File: src/rtl/acc_alu8_pkg.sv
package acc_alu8_pkg;

  typedef enum logic [4:0] {
    ALU_ADD, ALU_ADDC, ALU_SUB, ALU_SUBC, ALU_CMP,
    ALU_AND, ALU_OR, ALU_XOR, ALU_NOT,
    ALU_INC, ALU_DEC, ALU_INCSZ, ALU_INCSNZ, ALU_DECSZ, ALU_DECSNZ,
    ALU_RL, ALU_RR, ALU_SWAP, ALU_MULU, ALU_MULS,
    ALU_TEST, ALU_CLR, ALU_MOVW, ALU_CSE, ALU_CSNE
  } alu_op_e;

  localparam int FLG_C  = 0;
  localparam int FLG_DC = 1;
  localparam int FLG_Z  = 2;

  // low byte of a pointer pair; the high byte sits one address lower
  function automatic logic is_pair_low(input logic [15:0] a);
    return (a == 16'h0005) || (a == 16'h0007) || (a == 16'h0009) ||
           (a == 16'h000D) || (a == 16'h0011);
  endfunction

  function automatic logic uses_adder(input alu_op_e op);
    return op inside {ALU_ADD, ALU_ADDC, ALU_SUB, ALU_SUBC, ALU_CMP,
                      ALU_INC, ALU_DEC, ALU_INCSZ, ALU_INCSNZ,
                      ALU_DECSZ, ALU_DECSNZ};
  endfunction

  function automatic logic pair_capable(input alu_op_e op);
    return uses_adder(op) && (op != ALU_CMP);
  endfunction

endpackage

File: src/rtl/acc_alu8_addsub.sv
module acc_alu8_addsub #(
  parameter int DW = 8
) (
  input  logic [DW-1:0] a_i,
  input  logic [DW-1:0] b_i,
  input  logic          cin_i,
  input  logic [DW-1:0] hi_i,
  input  logic [DW-1:0] hi_ext_i,
  output logic [DW-1:0] sum_o,
  output logic [DW-1:0] sum_hi_o,
  output logic          c_o,
  output logic          dc_o
);
  localparam int HW = DW / 2;

  logic [DW:0] full;

  assign full     = {1'b0, a_i} + {1'b0, b_i} + {{DW{1'b0}}, cin_i};
  assign sum_o    = full[DW-1:0];
  assign c_o      = full[DW];
  // carry into the upper nibble recovered from the sum bit
  assign dc_o     = a_i[HW] ^ b_i[HW] ^ full[HW];
  assign sum_hi_o = hi_i + hi_ext_i + {{(DW-1){1'b0}}, full[DW]};

endmodule

File: src/rtl/acc_alu8_misc.sv
module acc_alu8_misc
  import acc_alu8_pkg::*;
#(
  parameter int DW = 8
) (
  input  alu_op_e       op_i,
  input  logic [DW-1:0] a_i,
  input  logic [DW-1:0] w_i,
  input  logic          cin_i,
  input  logic          lit_i,
  output logic [DW-1:0] res_o,
  output logic          c_o,
  output logic [DW-1:0] mulh_o
);
  localparam int HW = DW / 2;
  localparam int PW = 2 * DW;

  logic [PW-1:0] w_sx, a_x, w_zx, a_zx, prod_s, prod_u, prod;

  assign w_sx   = {{DW{w_i[DW-1]}}, w_i};
  assign a_x    = lit_i ? {{DW{1'b0}}, a_i} : {{DW{a_i[DW-1]}}, a_i};
  assign w_zx   = {{DW{1'b0}}, w_i};
  assign a_zx   = {{DW{1'b0}}, a_i};
  assign prod_s = w_sx * a_x;
  assign prod_u = w_zx * a_zx;
  assign prod   = (op_i == ALU_MULS) ? prod_s : prod_u;
  assign mulh_o = prod[PW-1:DW];

  always_comb begin
    c_o   = cin_i;
    res_o = a_i;
    case (op_i)
      ALU_AND:  res_o = a_i & w_i;
      ALU_OR:   res_o = a_i | w_i;
      ALU_XOR:  res_o = a_i ^ w_i;
      ALU_NOT:  res_o = ~a_i;
      ALU_CLR:  res_o = '0;
      ALU_SWAP: res_o = {a_i[HW-1:0], a_i[DW-1:HW]};
      ALU_RL: begin
        res_o = {a_i[DW-2:0], cin_i};
        c_o   = a_i[DW-1];
      end
      ALU_RR: begin
        res_o = {cin_i, a_i[DW-1:1]};
        c_o   = a_i[0];
      end
      ALU_MULU, ALU_MULS: res_o = prod[DW-1:0];
      default: res_o = a_i;
    endcase
  end

endmodule

File: src/rtl/acc_alu8.sv
module acc_alu8
  import acc_alu8_pkg::*;
#(
  parameter int DATA_W = 8,
  parameter int ADDR_W = 9
) (
  input  logic              clk,
  input  logic              rst_n,
  input  logic [4:0]        op_i,
  input  logic              to_w_i,
  input  logic              lit_i,
  input  logic [DATA_W-1:0] w_i,
  input  logic [DATA_W-1:0] opnd_i,
  input  logic [DATA_W-1:0] opnd_hi_i,
  input  logic [ADDR_W-1:0] addr_i,
  input  logic [7:0]        status_i,
  output logic [DATA_W-1:0] result_o,
  output logic [DATA_W-1:0] result_hi_o,
  output logic              wr_w_o,
  output logic              wr_reg_o,
  output logic              wr_hi_o,
  output logic [7:0]        status_o,
  output logic [DATA_W-1:0] mulh_o,
  output logic              mulh_we_o,
  output logic              skip_o
);
  localparam int DW = DATA_W;

  alu_op_e       op;
  logic          c_in, pair;
  logic [DW-1:0] b_sel, hx_sel;
  logic          cin_sel;
  logic [DW-1:0] as_sum, as_hi, mx_res, mx_mulh, lo;
  logic          as_c, as_dc, mx_c, zero_lo, writes, to_w_eff;

  logic [DW-1:0] n_res, n_hi, n_mulh;
  logic [7:0]    n_status;
  logic          n_wr_w, n_wr_reg, n_wr_hi, n_mulh_we, n_skip;
  logic          primed_q;

  assign op   = alu_op_e'(op_i);
  assign c_in = status_i[FLG_C];
  assign pair = !to_w_i && pair_capable(op) &&
                is_pair_low(16'(addr_i));

  // second operand, carry-in and high-byte extension for the adder
  always_comb begin
    b_sel   = w_i;
    cin_sel = 1'b0;
    hx_sel  = '0;
    case (op)
      ALU_ADDC: cin_sel = c_in;
      ALU_SUB, ALU_CMP: begin
        b_sel = ~w_i; cin_sel = 1'b1; hx_sel = '1;
      end
      ALU_SUBC: begin
        b_sel = ~w_i; cin_sel = c_in; hx_sel = '1;
      end
      ALU_INC, ALU_INCSZ, ALU_INCSNZ: b_sel = {{(DW-1){1'b0}}, 1'b1};
      ALU_DEC, ALU_DECSZ, ALU_DECSNZ: begin
        b_sel = '1; hx_sel = '1;
      end
      default: ;
    endcase
  end

  acc_alu8_addsub #(.DW(DW)) u_addsub (
    .a_i(opnd_i), .b_i(b_sel), .cin_i(cin_sel),
    .hi_i(opnd_hi_i), .hi_ext_i(hx_sel),
    .sum_o(as_sum), .sum_hi_o(as_hi), .c_o(as_c), .dc_o(as_dc)
  );

  acc_alu8_misc #(.DW(DW)) u_misc (
    .op_i(op), .a_i(opnd_i), .w_i(w_i), .cin_i(c_in), .lit_i(lit_i),
    .res_o(mx_res), .c_o(mx_c), .mulh_o(mx_mulh)
  );

  assign lo       = uses_adder(op) ? as_sum : mx_res;
  assign zero_lo  = (lo == '0);
  assign writes   = !(op inside {ALU_CMP, ALU_TEST, ALU_CSE, ALU_CSNE});
  assign to_w_eff = to_w_i || (op inside {ALU_MULU, ALU_MULS, ALU_MOVW});

  // next-state logic
  always_comb begin
    n_status  = status_i;
    n_skip    = 1'b0;
    n_res     = lo;
    n_hi      = pair ? as_hi : '0;
    n_wr_hi   = pair;
    n_wr_w    = writes && to_w_eff;
    n_wr_reg  = writes && !to_w_eff;
    n_mulh_we = (op == ALU_MULU) || (op == ALU_MULS);
    n_mulh    = n_mulh_we ? mx_mulh : '0;
    case (op)
      ALU_ADD, ALU_ADDC, ALU_SUB, ALU_SUBC, ALU_CMP: begin
        n_status[FLG_C]  = as_c;
        n_status[FLG_DC] = as_dc;
        n_status[FLG_Z]  = zero_lo;
      end
      ALU_AND, ALU_OR, ALU_XOR, ALU_NOT, ALU_INC, ALU_DEC,
      ALU_TEST, ALU_CLR, ALU_MOVW: n_status[FLG_Z] = zero_lo;
      ALU_RL, ALU_RR:              n_status[FLG_C] = mx_c;
      ALU_INCSZ, ALU_DECSZ:        n_skip = zero_lo;
      ALU_INCSNZ, ALU_DECSNZ:      n_skip = !zero_lo;
      ALU_CSE:                     n_skip = (w_i == opnd_i);
      ALU_CSNE:                    n_skip = (w_i != opnd_i);
      default: ;
    endcase
  end

  // output registers
  always_ff @(posedge clk or negedge rst_n) begin
    if (!rst_n) begin
      result_o    <= '0;
      result_hi_o <= '0;
      wr_w_o      <= 1'b0;
      wr_reg_o    <= 1'b0;
      wr_hi_o     <= 1'b0;
      status_o    <= '0;
      mulh_o      <= '0;
      mulh_we_o   <= 1'b0;
      skip_o      <= 1'b0;
      primed_q    <= 1'b0;
    end else begin
      result_o    <= n_res;
      result_hi_o <= n_hi;
      wr_w_o      <= n_wr_w;
      wr_reg_o    <= n_wr_reg;
      wr_hi_o     <= n_wr_hi;
      status_o    <= n_status;
      mulh_o      <= n_mulh;
      mulh_we_o   <= n_mulh_we;
      skip_o      <= n_skip;
      primed_q    <= 1'b1;
    end
  end

  assert_one_dest_R11: assert property (@(posedge clk) disable iff (!rst_n)
    $onehot0({wr_w_o, wr_reg_o}));

  assert_pair_to_reg_R7: assert property (@(posedge clk) disable iff (!rst_n)
    wr_hi_o |-> (wr_reg_o && !wr_w_o));

  assert_mulh_to_w_R6: assert property (@(posedge clk) disable iff (!rst_n)
    mulh_we_o |-> (wr_w_o && !wr_reg_o));

  assert_upper_hold_R10: assert property (@(posedge clk)
    disable iff (!rst_n || !primed_q)
    status_o[7:3] == $past(status_i[7:3]));

  assert_cmp_silent_R3: assert property (@(posedge clk)
    disable iff (!rst_n || !primed_q)
    ($past(op_i) == 5'(ALU_CMP)) |-> (!wr_w_o && !wr_reg_o && !skip_o));

  assert_cse_skip_R9: assert property (@(posedge clk)
    disable iff (!rst_n || !primed_q)
    ($past(op_i) == 5'(ALU_CSE)) |-> (skip_o == ($past(w_i) == $past(opnd_i))));

  assert_rl_carry_R5: assert property (@(posedge clk)
    disable iff (!rst_n || !primed_q)
    ($past(op_i) == 5'(ALU_RL)) |->
      ((status_o[FLG_C] == $past(opnd_i[DW-1])) &&
       (result_o[0] == $past(status_i[FLG_C]))));

endmodule

File: config.mk
export PLATFORM = sky130hd
export DESIGN_NAME = acc_alu8
export DESIGN_NICKNAME = d
export VERILOG_FILES = /design/src/rtl/acc_alu8_pkg.sv /design/src/rtl/acc_alu8_addsub.sv /design/src/rtl/acc_alu8_misc.sv /design/src/rtl/acc_alu8.sv
export SDC_FILE = /design/constraint.sdc
export NUM_CORES = 1
export LEC_CHECK = 0
export BUFFER_PORTS_ARGS = -buffer_cell sky130_fd_sc_hd__buf_2
export CAP_MARGIN = 20
export CORE_ASPECT_RATIO = 1.2
export CORE_MARGIN = 5
export CORE_UTILIZATION = 56
export CTS_CLUSTER_DIAMETER = 40
export DETAILED_ROUTE_END_ITERATION = 10
export PLACE_DENSITY = 0.83
export SETUP_SLACK_MARGIN = 0.1
export SLEW_MARGIN = 10
export SYNTH_ARGS = -nofsm -noshare
export SYNTH_HDL_FRONTEND = slang
export SYNTH_SLANG_ARGS = --single-unit
File: constraint.sdc
create_clock -name clk -period 0.8 [get_ports clk]
set_input_delay 0.08 -clock clk [delete_from_list [all_inputs] [get_ports clk]]
set_output_delay 0.08 -clock clk [all_outputs]
set_load 0.05 [all_outputs]
==> impl_metrics.env, run 1 <==
export IMPL_synth_async_reset_ratio_pct=100.0
export IMPL_synth_cell_types=72
export IMPL_cts_buffers=5
export IMPL_synth_nets=1122
export IMPL_status="aborted with a tool error"
export IMPL_grt_pass1_vias=11490
export IMPL_synth_ff_type="dfrtp_1"
export IMPL_error="[ERROR GRT-0116] Global routing finished with congestion. Check the congestion regions in the DRC Viewer."
export IMPL_grt_pass1_wl_mm=65.75
export IMPL_cts_buffer_depth=2
export IMPL_syn_avg_cell_area_sq_um=8.501
export IMPL_haltStage="global routing (5_1_grt)"
export IMPL_cts_sinks=37
export IMPL_synth_edf_count=0
export IMPL_io_buffers=86
export IMPL_grt_max_degree=38
export IMPL_place_gp_congestion=1.054
export IMPL_yosys_warnings=0
export IMPL_fp_dieW_um=115.7
export IMPL_start_util_pct=57.02
export IMPL_num_rows=46
export IMPL_placedCellCount=1327
export IMPL_syn_inst=884
export IMPL_top_level_ports=87
export IMPL_cts_root_buf="clkbuf_16"
export IMPL_hpwl_mm=21.82
export IMPL_ys_ff_latch=37
export IMPL_htree_levels=2
export IMPL_grt_ovfl_total=4
export IMPL_track_usage_pct=55.47
export IMPL_fp_dieH_um=136.9
export IMPL_synthesis_area_sq_mm=0.007515
export IMPL_dp_slack_ns=-3.657
export IMPL_yosysSeqAreaShare_pct=12.32
-- layer usage --
layer  GRT usage (%)  overflow
met1           54.69         0
met2           79.79         2
met4           57.06         2
met5           1.667         0
met3           29.28         0
-- kinds of logic after synthesis --
family,Yosys count,synth area share (%)
AOI/OAI and AO/OA,170,14.67
xor gates and xnor gates,41,4.778
adders and majority gates,188,40.99
buffers and inverters,189,9.873
DFF,37,12.32
muxes,10,1.382
and+or+nand+nor,249,15.98
-- timing repair --
action | 4_1_cts
cloned | 2
resized for setup | 282
hold endpoints to repair | 43
hold buffers | 7
pin swaps | 91
setup endpoints to repair | 69
buffers inserted | 49
-- synth_stat cells (all sizes together) (15+ instances only) --
cell	instances	area share (%)
xnor2	24	2.8
dfrtp	37	12
a21oi	35	2.4
nor3	24	1.6
o21ai	44	2.9
clkbuf	16	0.80
nor2	75	3.8
fa	97	26
inv	151	7.5
ha	91	15
nand2	82	4.1
a21o	15	1.5
xor2	17	2.0
nand3	16	1.1
buf	19	1.4
-- metrics by stage --
step                hold slack [ns]  setup TNS, ns  util, %  area (sq um)
floorplan                   -0.2156         -71.03        -          8150
global placement            0.06239         -81.15    77.09         10160
detailed placement          0.06625         -83.69    77.09         10160
CTS                         0.01403         -71.92    90.35         11910
==> inputs of run 2 (changes only) <==
Settings changed: CORE_ASPECT_RATIO 1.2 to not set, CORE_UTILIZATION 56 to 40, CTS_CLUSTER_DIAMETER 40 to not set, PLACE_DENSITY 0.83 to not set, PLACE_DENSITY_LB_ADDON set to 0.15, SETUP_SLACK_MARGIN 0.1 to not set.
Clock period 0.8 ns to 1.04 ns, I/O delays scaled along.
==> impl_metrics.env, run 2 <==
export IMPL_synthesis_area_sq_mm=0.007515
export IMPL_status="finished with violations"
export IMPL_syn2layout_area_growth_pct=57.11
export IMPL_wirelength_mm=25.65
export IMPL_first_iter_violations=499
export IMPL_hpwl_mm=21.05
export IMPL_synth_cell_types=72
export IMPL_cap_violations=0
export IMPL_cts_sinks=37
export IMPL_grt_ovfl_total=0
export IMPL_final_nets=1465
export IMPL_synth_async_reset_ratio_pct=100.0
export IMPL_yosys_area_top_type_share_pct=25.84
export IMPL_grt_pass1_wl_mm=40.59
export IMPL_utilization_pct=63.54
export IMPL_wire_per_inst_um=17.55
export IMPL_drive_gt1_share_pct=46.54
export IMPL_htree_levels=2
export IMPL_cts_tree="yes"
export IMPL_grt_pass1_vias=7636
export IMPL_path_buf_inv=5
export IMPL_final_common_cell="buf_4"
export IMPL_yosys_top_cells_area="fa_1 26%, ha_1 15%, dfrtp_1 12%, inv_1 7.4%, nand2_1 4.0%"
export IMPL_synth_common_cells="148 x inv_1, 97 x fa_1, 91 x ha_1, 81 x nand2_1, 74 x nor2_1"
export IMPL_synth_nets=1122
export IMPL_finalCriticalPeriod_ns=3.925
export IMPL_setup_violations=30
export IMPL_critical_path_class="in -> reg"
export IMPL_cts_buffer_depth=2
export IMPL_rsz0062_at_grt="yes"
export IMPL_hold_viol=0
export IMPL_antenna_cells=0
export IMPL_top_level_ports=87
export IMPL_yosys_warnings=0
export IMPL_die_area_sq_mm=0.02163
export IMPL_cp_start_kind="input pin"
export IMPL_worstPathArrival_ns=4.14
export IMPL_post_dp_cell_area_sq_mm=0.01036
export IMPL_timing_critical_path_mode_cell="fa_1"
export IMPL_track_usage_pct=23.83
export IMPL_fp_dieW_um=147.1
export IMPL_cp_max_fo=4
export IMPL_synth_area_leader_cell="fa_1"
export IMPL_syn_inst=884
export IMPL_fp_dieH_um=147.1
export IMPL_fin_hold_ws_ns=0.01101
export IMPL_leakage_nw=5.874
export IMPL_ant_nets=0
export IMPL_slowest_stage="fa_1"
export IMPL_report_final_slew_viol_count=0
export IMPL_ys_ff_latch=37
export IMPL_final_area_sq_mm=0.01181
export IMPL_synth_most_common_cell="inv_1"
export IMPL_cp_end_kind="flip-flop"
export IMPL_fin_ws_ns=-2.885
export IMPL_io_buffers=86
export IMPL_hold_path_class="in -> reg"
export IMPL_synth_ff_type="dfrtp_1"
export IMPL_critical_path_cell_chain="buf_8 -> clkinvlp_4 -> buf_6 -> nor2_4 -> fa_1 -> inv_2 -> fa_1 -> fa_1 -> fa_1 -> inv_2 -> ha_4 -> o21a_1 -> o31a_1 -> a211oi_2 -> nor3_2 -> a22oi_2 -> nor4_4 -> mux2i_1"
export IMPL_start_util_pct=40.44
export IMPL_cts_buffers=5
export IMPL_drtPass1Iterations=6
export IMPL_cts_root_buf="clkbuf_16"
export IMPL_via_per_inst=5.163
export IMPL_place_gp_congestion=0.9502
export IMPL_clkSlewWorstSetupHoldPaths_ns=0.06
export IMPL_fmax_mhz=254.8
export IMPL_crit_path_max_incr_delay_ns=0.51
export IMPL_crit_required_ns=1.26
export IMPL_p_per_area_mw_per_mm2=1485
export IMPL_synth_edf_count=0
export IMPL_irDropWorstVdd_v=0.001257
export IMPL_grt_max_degree=38
export IMPL_cp_top_family="adder cells"
export IMPL_finalCritPeriodShare_pct=377.4
export IMPL_antenna_found_initial=0
export IMPL_vias=7543
export IMPL_syn_avg_cell_area_sq_um=8.501
export IMPL_final_cell_mix="238 x buf_4, 117 x inv_1, 85 x fa_1"
export IMPL_yosysSeqAreaShare_pct=12.32
export IMPL_drc_errors=0
export IMPL_core_area_sq_mm=0.01858
export IMPL_num_rows=50
export IMPL_violations="setup timing"
export IMPL_slew_headroom_pct=61.04
export IMPL_tightest_slew_ns=0.5799
-- run 2: repair_timing --
item                                    in CTS  in global routing
endpoints found under the hold margin       42                  0
endpoints found under the setup margin      32                 32
pin swaps                                   75                 59
gates resized for setup                    166                 75
buffers inserted                            23                 17
hold buffers                                 6                  0
-- run 2: routing by layer --
metal / share of wire (%) / vias up / track usage (%)
met2: 48 / 220 / 38.87
met3: 4.9 / 39 / 2.097
met5: 0 / - / 0
met1: 44 / 3671 / 33.93
met4: 2.5 / 0 / 7.176
li1: - / 3613 / -
-- run 2: worst min-delay path, stage by stage --
cell and delay (ns):
buf_2 0.07, nand2_1 0.05, o21ai_2 0.05
-- run 2: power by group --
| group | internal (mW) | switching [mW] |
|---|---|---|
| Sequential | 1.56 | 0.0273 |
| Combinational | 7.11 | 7.23 |
| Clock | 0.942 | 0.658 |
| Total | 9.62 | 7.92 |
-- run 2: logic make-up (layout without fill, tap and decap cells) --
family | count (synthesis) | after routing | synth area share, %
and+or+nand+nor | 249 | 249 | 15.98
buffers and inverters | 189 | 532 | 9.873
adders and majority gates | 188 | 188 | 40.99
AOI/OAI and AO/OA | 170 | 170 | 14.67
xor gates and xnor gates | 41 | 41 | 4.778
DFF | 37 | 37 | 12.32
muxes | 10 | 10 | 1.382
-- run 2: area by class of cell --
class	instances	area (sq um)
Fill cell	1569	6774
Clock buffer	6	138.9
Clock inverter	1	7.507
Tap cell	234	292.8
Inverter	154	649.4
Timing Repair Buffer	371	2944
Sequential cell	37	925.9
Multi-Input combinational cell	658	6848
-- run 2: worst paths after layout --
| check | start | end | slack (ns) | depth (start not counted) |
|---|---|---|---|---|
| worst max-delay path | w_i[3] | skip_o$_DFF_PN0_ | -2.89 | 18 |
| worst min-delay path | status_i[1] | status_o[1]$_DFF_PN0_ | 0.01 | 3 |
| max in group asynchronous | rst_n | status_o[2]$_DFF_PN0_ | 0.51 | 3 |
| min in group asynchronous | rst_n | mulh_we_o$_DFF_PN0_ | 0.30 | 3 |
-- run 2: metrics by stage --
stage | total power, mW | cells | worst slack, ns | TNS, ns
6_report | 17.53 | 1461 | -2.885 | -60.32
4_1_cts | 16.93 | 1449 | -2.843 | -60.58
2_1_floorplan | 9.591 | 884 | -3.108 | -64.28
5_1_grt | 19.04 | 1461 | -2.972 | -63.45
3_5_place_dp | 13.92 | 1417 | -3.396 | -75.23
3_3_place_gp | 13.83 | 1417 | -3.342 | -74.81
(Power assumes the default switching activity.)
